<file path="src/rtl/rxf_pkg.sv">
package rxf_pkg;
  localparam int ID_W   = 29;
  localparam int DLC_W  = 4;
  localparam int DATA_W = 64;

  typedef struct packed {
    logic [ID_W-1:0]   id;
    logic              xtd;
    logic              rtr;
    logic [DLC_W-1:0]  dlc;
    logic [DATA_W-1:0] data;
  } rxf_frame_t;

  typedef struct packed {
    logic            vld;
    logic            eob;
    logic            rxie;
    logic            umask;
    logic            xtd;
    logic [ID_W-1:0] id;
    logic [ID_W-1:0] mask;
  } rxf_cfg_t;
endpackage

</file>
<file path="src/rtl/rxf_pick.sv">
module rxf_pick #(
  parameter int NUM_OBJ = 16
) (
  input  logic               req,
  input  logic [NUM_OBJ-1:0] vld,
  input  logic [NUM_OBJ-1:0] eob,
  input  logic [NUM_OBJ-1:0] acc,
  input  logic [NUM_OBJ-1:0] nd,
  output logic [NUM_OBJ-1:0] wr_vec,
  output logic               lost
);
  logic               open;
  logic               found;
  logic [NUM_OBJ-1:0] free_vec;
  logic [NUM_OBJ-1:0] ovr_vec;

  // Walk upward; the first valid chain-end object closes the search.
  always_comb begin
    open     = 1'b1;
    found    = 1'b0;
    free_vec = '0;
    ovr_vec  = '0;
    for (int i = 0; i < NUM_OBJ; i++) begin
      if (open && vld[i]) begin
        if (acc[i] && !nd[i] && !found) begin
          found       = 1'b1;
          free_vec[i] = 1'b1;
        end
        if (eob[i]) begin
          open = 1'b0;
          if (acc[i] && !found) ovr_vec[i] = 1'b1;
        end
      end
    end
    wr_vec = '0;
    lost   = 1'b0;
    if (req) begin
      if (found) begin
        wr_vec = free_vec;
      end else begin
        wr_vec = ovr_vec;
        lost   = |ovr_vec;
      end
    end
  end
endmodule

</file>
<file path="src/rtl/rxf_obj.sv">
module rxf_obj
  import rxf_pkg::*;
(
  input  logic       clk,
  input  logic       rst_n,
  input  logic       cfg_en,
  input  rxf_cfg_t   cfg_in,
  input  rxf_frame_t frm_in,
  input  logic       wr_en,
  input  logic       wr_lost,
  input  logic       ack_en,
  output logic       acc,
  output logic       vld,
  output logic       eob,
  output logic       rxie,
  output logic       nd,
  output logic       ip,
  output logic       ml,
  output rxf_frame_t held
);
  rxf_cfg_t        cfg_q;
  logic            vld_q;
  logic            nd_q, ip_q, ml_q;
  logic            nd_d, ip_d, ml_d;
  rxf_frame_t      held_q, held_d;
  logic [ID_W-1:0] id_diff;

  // Flag and payload next state
  always_comb begin
    nd_d = nd_q;
    ip_d = ip_q;
    ml_d = ml_q;
    if (wr_en) begin
      nd_d = 1'b1;
      ip_d = 1'b1;
      ml_d = wr_lost;
    end else if (ack_en) begin
      nd_d = 1'b0;
      ip_d = 1'b0;
      ml_d = 1'b0;
    end
    held_d = frm_in;
    if (frm_in.rtr) held_d.data = '0;
  end

  always_ff @(posedge clk or negedge rst_n) begin
    if (!rst_n) begin
      vld_q <= 1'b0;
      nd_q  <= 1'b0;
      ip_q  <= 1'b0;
      ml_q  <= 1'b0;
    end else begin
      if (cfg_en) vld_q <= cfg_in.vld;
      nd_q <= nd_d;
      ip_q <= ip_d;
      ml_q <= ml_d;
    end
  end

  // Datapath storage without reset
  always_ff @(posedge clk) begin
    if (cfg_en) cfg_q  <= cfg_in;
    if (wr_en)  held_q <= held_d;
  end

  assign id_diff = frm_in.id ^ cfg_q.id;
  assign acc  = vld_q && (cfg_q.umask ? ((id_diff & cfg_q.mask) == '0)
                                      : ((id_diff == '0) && (frm_in.xtd == cfg_q.xtd)));
  assign vld  = vld_q;
  assign eob  = vld_q && cfg_q.eob;
  assign rxie = vld_q && cfg_q.rxie;
  assign nd   = nd_q;
  assign ip   = ip_q;
  assign ml   = ml_q;
  assign held = held_q;
endmodule

</file>
<file path="src/rtl/rxf_fifo.sv">
module rxf_fifo
  import rxf_pkg::*;
#(
  parameter int NUM_OBJ = 16,
  localparam int IDX_W  = $clog2(NUM_OBJ)
) (
  input  logic               clk,
  input  logic               rst_n,
  input  logic               cfg_we,
  input  logic [IDX_W-1:0]   cfg_sel,
  input  logic               cfg_vld,
  input  logic               cfg_eob,
  input  logic               cfg_rxie,
  input  logic               cfg_umask,
  input  logic               cfg_xtd,
  input  logic [ID_W-1:0]    cfg_id,
  input  logic [ID_W-1:0]    cfg_mask,
  input  logic               frm_valid,
  input  logic [ID_W-1:0]    frm_id,
  input  logic               frm_xtd,
  input  logic               frm_rtr,
  input  logic [DLC_W-1:0]   frm_dlc,
  input  logic [DATA_W-1:0]  frm_data,
  input  logic               ack_we,
  input  logic [IDX_W-1:0]   ack_sel,
  input  logic [IDX_W-1:0]   rd_sel,
  output logic [ID_W-1:0]    rd_id,
  output logic               rd_xtd,
  output logic               rd_rtr,
  output logic [DLC_W-1:0]   rd_dlc,
  output logic [DATA_W-1:0]  rd_data,
  output logic [NUM_OBJ-1:0] newdat_map,
  output logic [NUM_OBJ-1:0] intpnd_map,
  output logic [NUM_OBJ-1:0] msglost_map,
  output logic               rx_irq
);
  rxf_cfg_t           cfg_w;
  rxf_frame_t         frm_w;
  rxf_frame_t         held_arr [NUM_OBJ];
  rxf_frame_t         rd_frm;
  logic [NUM_OBJ-1:0] vld_v, eob_v, acc_v, nd_v, ip_v, ml_v, rxie_v, wr_v;
  logic               wr_lost;

  assign cfg_w = '{vld: cfg_vld, eob: cfg_eob, rxie: cfg_rxie, umask: cfg_umask,
                   xtd: cfg_xtd, id: cfg_id, mask: cfg_mask};
  assign frm_w = '{id: frm_id, xtd: frm_xtd, rtr: frm_rtr, dlc: frm_dlc, data: frm_data};

  rxf_pick #(.NUM_OBJ(NUM_OBJ)) pick_i (
    .req    (frm_valid),
    .vld    (vld_v),
    .eob    (eob_v),
    .acc    (acc_v),
    .nd     (nd_v),
    .wr_vec (wr_v),
    .lost   (wr_lost)
  );

  for (genvar g = 0; g < NUM_OBJ; g++) begin : g_obj
    rxf_obj obj_i (
      .clk     (clk),
      .rst_n   (rst_n),
      .cfg_en  (cfg_we && (cfg_sel == IDX_W'(g))),
      .cfg_in  (cfg_w),
      .frm_in  (frm_w),
      .wr_en   (wr_v[g]),
      .wr_lost (wr_lost),
      .ack_en  (ack_we && (ack_sel == IDX_W'(g))),
      .acc     (acc_v[g]),
      .vld     (vld_v[g]),
      .eob     (eob_v[g]),
      .rxie    (rxie_v[g]),
      .nd      (nd_v[g]),
      .ip      (ip_v[g]),
      .ml      (ml_v[g]),
      .held    (held_arr[g])
    );
  end

  assign rd_frm      = held_arr[rd_sel];
  assign rd_id       = rd_frm.id;
  assign rd_xtd      = rd_frm.xtd;
  assign rd_rtr      = rd_frm.rtr;
  assign rd_dlc      = rd_frm.dlc;
  assign rd_data     = rd_frm.data;
  assign newdat_map  = nd_v;
  assign intpnd_map  = ip_v;
  assign msglost_map = ml_v;
  assign rx_irq      = |(ip_v & rxie_v);
endmodule

</file>
<file path="config.mk">
export PLATFORM = sky130hd
export DESIGN_NAME = rxf_fifo
export DESIGN_NICKNAME = d
export VERILOG_FILES = /design/src/rtl/rxf_pkg.sv /design/src/rtl/rxf_pick.sv /design/src/rtl/rxf_obj.sv /design/src/rtl/rxf_fifo.sv
export SDC_FILE = /design/constraint.sdc
export NUM_CORES = 2
export LEC_CHECK = 0
export ABC_CLOCK_PERIOD_IN_PS = 14100
export BUFFER_PORTS_ARGS = -buffer_cell sky130_fd_sc_hd__buf_2
export CORE_MARGIN = 3
export CORE_UTILIZATION = 40
export DETAILED_ROUTE_END_ITERATION = 7
export PLACE_DENSITY_LB_ADDON = 0.1
export SLEW_MARGIN = 20
export SYNTH_ARGS = -nofsm -noshare
export SYNTH_HDL_FRONTEND = slang
export SYNTH_SLANG_ARGS = --single-unit
</file>
<file path="constraint.sdc">
create_clock -name clk -period 14.1 [get_ports clk]
set_input_delay 2.82 -clock clk [delete_from_list [all_inputs] [get_ports clk]]
set_output_delay 2.82 -clock clk [all_outputs]
set_load 0.1 [all_outputs]
</file>
# After elaboration in Yosys (flattened, before gate mapping)
# Cells that the tools add are included.
[totals] ram_bits=0 rom_bits=0 out_inout_bits=148 in_bits=179 reg_bits=2624 word_cells=791 latchBits=0 n_memories=0
[classes] n_eq_ne=46 mul=0 magnitude_cmp=1 reduce_logical=257 bitwise=34 div=0 shift=0 n_addsub=0 mux=229
[ops] operator="zero test 29 bit" n=32
[ops] operator="AND 29 bit" n=16
[ops] operator="bitwise XOR 29 bit" n=16
[ops] operator="binary-select mux 99 bit (select 4 bit)" n=1
[ops] operator="two-way mux 1 bit" n=223
[ops] operator="two-way mux 99 bit" n=2
[ops] operator="logical AND 1 bit" n=158
[ops] operator="equality test 4 bit, second input constant" n=16
[ops] operator="two-way mux 64 bit" n=1
[ops] operator="zero test 1 bit" n=47
[ops] operator="equality test 4 x 3 -> 1 bit, second input constant" n=8
[ops] operator="two-way mux 16 bit" n=2
[ops] operator="nonzero test 2 bit" n=16
[ops] operator="OR reduction 16 bit" n=2
[ops] operator="AND 16 bit" n=1
[ops] operator="equality test 1 bit" n=16
[ops] operator="equality test 4 x 2 -> 1 bit, second input constant" n=4
[ops] operator="equality test 4 x 1 -> 1 bit, second input constant" n=2
[ops] operator="zero test 4 bit" n=2
[ops] operator=">= comparator 5 bit, second input constant" n=1
[ops] operator="NOT 4 -> 5 bit" n=1

# Longest topological paths before layout
[depth] depth_word=92 mapped_depth=12 ltp_nobuf=10

# Cells and area by module
# From an unflattened synthesis, not the netlist that was laid out.
[unflattened] hier_cells=5904 area_unflattened_um2=107037.7
[modules_own_cells] module="rxf_obj" area_per_inst_um2=5888.1 seq_area_each_um2=4909.7 n_inst=16 cells_per_inst=304
[modules_own_cells] module="rxf_fifo" area_per_inst_um2=11840.1 seq_area_each_um2=0.0 n_inst=1 cells_per_inst=883
[modules_own_cells] module="rxf_pick" area_per_inst_um2=987.2 seq_area_each_um2=0.0 n_inst=1 cells_per_inst=157

# Worst setup path after synthesis
# OpenSTA, ideal clock, no wires.
[synth_timing] kind="input port to flip-flop" start="input port frm_id[10]" end="register g_obj[5].obj_i.ml_q" setup_slack_ns=1.445 t_required_ns=13.651 n_path_buf=2 arrival_time_ns=12.206 path_stages=12 setup_ns=0.449 cell_sequence="buf_4 -> buf_12 -> xor2_1 -> a22oi_1 -> nand4_1 -> nor4_1 -> o211ai_2 -> o2111ai_2 -> nor3_2 -> a21oi_1 -> nor3b_1 -> o22ai_1"
[synth_between] elab_chain_len=92
[synth_lines] element="start, declared" line="rxf_fifo.sv:19" text="input logic [ID_W-1:0] frm_id,"
[synth_lines] element="bitwise XOR 29 bit" line="rxf_obj.sv:66" text="assign id_diff = frm_in.id ^ cfg_q.id;"
[synth_lines] element="AND 29 bit or zero test 29 bit (tied branches)" line="rxf_obj.sv:67, rxf_obj.sv:68"
[synth_lines] element="zero test 29 bit or logical AND 1 bit (tied branches)" line="rxf_obj.sv:67, rxf_obj.sv:68"
[synth_lines] element="two-way mux 1 bit" line="rxf_obj.sv:67" text="assign acc = vld_q && (cfg_q.umask ? ((id_diff & cfg_q.mask) == '0)"
[synth_lines] element="logical AND 1 bit" line="rxf_obj.sv:67"
[synth_lines] element="logical AND 1 bit" line="rxf_pick.sv:25" text="if (acc[i] && !nd[i] && !found) begin"
[synth_lines] element="two-way mux 1 bit" line="rxf_pick.sv:25"
[synth_lines] element="two-way mux 1 bit (2 in series)" line="rxf_pick.sv:24" text="if (open && vld[i]) begin"
[synth_lines] element="[... 75 more ...]"
[synth_lines] element="logical AND 1 bit" line="rxf_pick.sv:31" text="if (acc[i] && !found) ovr_vec[i] = 1'b1;"
[synth_lines] element="two-way mux 1 bit" line="rxf_pick.sv:31"
[synth_lines] element="two-way mux 1 bit" line="rxf_pick.sv:29" text="if (eob[i]) begin"
[synth_lines] element="two-way mux 1 bit" line="rxf_pick.sv:24"
[synth_lines] element="OR reduction 16 bit" line="rxf_pick.sv:42" text="lost = |ovr_vec;"
[synth_lines] element="two-way mux 1 bit" line="rxf_pick.sv:38" text="if (found) begin"
[synth_lines] element="two-way mux 1 bit" line="rxf_pick.sv:37" text="if (req) begin"
[synth_lines] element="two-way mux 1 bit" line="rxf_obj.sv:33" text="if (wr_en) begin"
[synth_lines] element="end signal, assigned" line="rxf_obj.sv:56" text="ml_q <= ml_d;"
[synth_lines] element="end, declared" line="rxf_obj.sv:23" text="logic nd_q, ip_q, ml_q;"
# Several ways; a longest one is shown, not always the timed one. The select of a mux whose other input is x is not followed.
# A chain may end at the register's enable or synchronous reset.

# Worst setup path in the final report
[layout_timing] start="input port rd_sel[0]" end="output port rd_data[13]"
[layout_between] elab_chain_len=4
[layout_lines] element="start, declared" line="rxf_fifo.sv:26" text="input logic [IDX_W-1:0] rd_sel,"
[layout_lines] element="NOT 4 -> 5 bit (not written as such)" line="rxf_fifo.sv:79" text="assign rd_frm = held_arr[rd_sel];"
[layout_lines] element="binary-select mux 99 bit (select 4 bit)" line="rxf_fifo.sv:79"
[layout_lines] element="two-way mux 99 bit (not written as such) (2 in series)" line="rxf_fifo.sv:79"
[layout_lines] element="end, declared" line="rxf_fifo.sv:31" text="output logic [DATA_W-1:0] rd_data,"
# Every way passes these cells. The select of a mux whose other input is x is not followed.

==> flow_metrics.env <==
export IMPL_critPathLaunchType="input port"
export IMPL_ys_warn_count=0
export IMPL_vias=51010
export IMPL_async_flop_share_pct=1.829
export IMPL_drive_gt1_share_pct=25.38
export IMPL_path_class="in -> out"
export IMPL_cpMaxStageDelayCell="buf_4"
export IMPL_cts_root_buf="clkbuf_16"
export IMPL_status="complete, but fails checks"
export IMPL_place_congestion=0.8005
export IMPL_synth_ff_type="edfxtp_1"
export IMPL_end_kind="output port"
export IMPL_post_cts_buffers=0
export IMPL_max_cap_viol_count=0
export IMPL_synth_cell_types=73
export IMPL_port_buffers=326
export IMPL_clock_path_buffers=4
export IMPL_pin_count=327
export IMPL_routed_wl_um=304300
export IMPL_fillers=20960
export IMPL_drt_wirelength_per_cell_um=34.87
export IMPL_ir_drop_mv=0.1209
export IMPL_clkLatencyLatePin_ps=940
export IMPL_grt_pass1_vias=51930
export IMPL_pwr_density_cell_nw_per_um2=147.1
export IMPL_tns_ps=0
export IMPL_grt_max_degree=119
export IMPL_grt_pass1_wl_um=418500
export IMPL_clk_pin_slew_worst_paths_ps=50
export IMPL_cts_inserted_buffers=298
export IMPL_cts_hold_buf=0
export IMPL_drt_iter0_markers=6748
export IMPL_critPathMaxFanout=71
export IMPL_antenna_found_initial=59
export IMPL_synth_cells=4678
export IMPL_failed_checks="design-rule violations"
export IMPL_cts_htree_levels=5
export IMPL_path_cells="buf_8 -> buf_4 -> mux4_2 -> mux4_2 -> buf_2"
export IMPL_synth_edf_count=2576
export IMPL_hold_viol_final=0
export IMPL_synth_area_sq_um=101100
export IMPL_core_area_sq_um=250000
export IMPL_grt_usage_pct=23.34
export IMPL_drc=4
export IMPL_hp_class="reg -> reg"
export IMPL_crit_start="rd_sel[0]"
export IMPL_fmax_mhz=114.3
export IMPL_tightest_slew_ps=1138
export IMPL_slew_violations=0
export IMPL_clock_sinks=2624
export IMPL_die_area_sq_um=258800
export IMPL_die_w_um=508.7
export IMPL_die_height_um=508.7
export IMPL_layout_min_cycle_time_ps=8746
export IMPL_hp_start="g_obj[1].obj_i.ml"
export IMPL_vias_per_cell=5.846
export IMPL_first_pass_iters=8
export IMPL_mostFrequentLayoutCells="edfxtp_1 (2576), mux4_2 (495), xor2_1 (474)"
export IMPL_cpPeakStageDelay_ps=850
export IMPL_critPathArrivalTime_ps=5930
export IMPL_ff_latch_area_sq_um=78560
export IMPL_final_area_sq_um=115600
export IMPL_ys_ff_latch=2624
export IMPL_areaGrowthSynthToFinish_pct=14.37
export IMPL_grt_overflow=0
export IMPL_multi_input_area_sq_um=21280
export IMPL_p_leak_nw=37.15
export IMPL_timing_hold_ws_ps=488.8
export IMPL_r2r_start="g_obj[8].obj_i.cfg_q[43]"
export IMPL_critical_path_top_cell_by_count="mux4_2"
export IMPL_initial_utilization_pct=40.43
export IMPL_fin_skew_ps=89.71
export IMPL_rsz0062_at_grt="no"
export IMPL_layout_commonest_cell="edfxtp_1"
export IMPL_syn_area_per_cell_sq_um=21.61
export IMPL_nets=5354
export IMPL_cp_data_required_time_ps=11280
export IMPL_setup_viol=0
export IMPL_slew_headroom_pct=24.15
export IMPL_yosysSeqAreaShare_pct=77.71
export IMPL_cts_tree="yes"
export IMPL_hpwl_um=154300
export IMPL_finalCritPeriodShare_pct=62.03
export IMPL_dpl_cell_area_sq_um=106600
export IMPL_crit_buf_inv=3
export IMPL_ant_nets=0
export IMPL_synth_nets=4857
export IMPL_rows=183
export IMPL_critical_path_top_delay_family="buffers and inverters"
export IMPL_cts_resized=0
where the power goes:
group	internal, mW	switching, mW	leakage [nW]
Combinational	0.280	0.818	8.81
Sequential	8.64	0.0351	24.0
Clock	4.23	3.01	4.36
Total	13.1	3.86	37.1
flip-flops by register name, summed over array words and instances (netlist names):
signal and count:
g_obj.obj_i.cfg_q 992, g_obj.obj_i.ml 16, g_obj.obj_i.ip 1, g_obj.obj_i.held 1584
g_obj.obj_i.vld 16, g_obj.obj_i.nd 15
cell type report:
cell class / instances / area share, %
antenna: 10 / 0.02164
clock buffer: 384 / 6.865
clock inverter: 127 / 0.8776
inverter: 16 / 0.05194
multi-input combinational: 1812 / 18.40
sequential: 2624 / 67.94
tap: 3330 / 3.604
timing repair buffer: 423 / 2.239
cells by family (layout without fill, tap and decap cells):
logic type	Yosys count	in the layout	share of synthesized area, %
mux	513	513	11.23
other cells	0	10	0
buf+inv	242	950	1.483
xor+xnor	480	480	4.203
compound gates	310	310	2.435
flops	2624	2624	77.71
simple gates	509	509	2.947
worst register-to-register path, delay by kind of cell (launching register included):
family | cells | cell delay [ps]
AO/OA/AOI/OAI | 3 | 710
flip-flops | 1 | 420
AND/OR/NAND/NOR | 6 | 1780
buffers and inverters | 2 | 1690
XOR/XNOR | 1 | 490
routing by layer:
| layer | track usage (%) | part of all wire, % |
|---|---|---|
| met5 | 0 | 0.044 |
| met4 | 5.975 | 2.4 |
| met3 | 4.098 | 7.6 |
| met2 | 37.28 | 48 |
| met1 | 33.36 | 42 |
per-stage QoR:
step                std cells  worst slack (ps)  total power, mW  util, %
detailed placement       8204              5225            9.938    42.64
global placement         8204              5212            9.934    42.64
CTS                      8715              5220            17.17    46.22
floorplan                4678              1445            9.503        -
finish                   8726              5354            17.00    46.24
global route             8717              5072            17.53    46.23
synthesized netlist by cell type, drive strengths merged, types with 13 or more instances:
library cell	instances	area [sq um]
nand4	79	494.2
xor2	480	4249
a22oi	141	1059
nand3	44	225.2
a22o	46	402.9
mux4	495	11150
nor3	25	146.4
nand2	65	249.0
a221oi	45	394.1
dfrtp	48	1201
mux2	16	180.2
nor2b	68	425.4
clkbuf	91	341.6
nor2	40	152.6
inv	16	60.06
o21ai	13	76.32
buf	135	1097
edfxtp	2576	77350
nor4	123	788.3
worst paths after layout:
path	end	slack [ps]	cells after the start
worst min register to register	g_obj[1].obj_i.ml	490	2
min in group asynchronous	g_obj[2].obj_i.nd	2050	2
worst min-delay path	g_obj[1].obj_i.ml	490	2
max in group asynchronous	g_obj[8].obj_i.nd	11550	2
worst max-delay path	rd_data[13]	5350	5
worst max register to register	g_obj[6].obj_i.held[91]	8590	12
(Power assumes the default switching activity.)
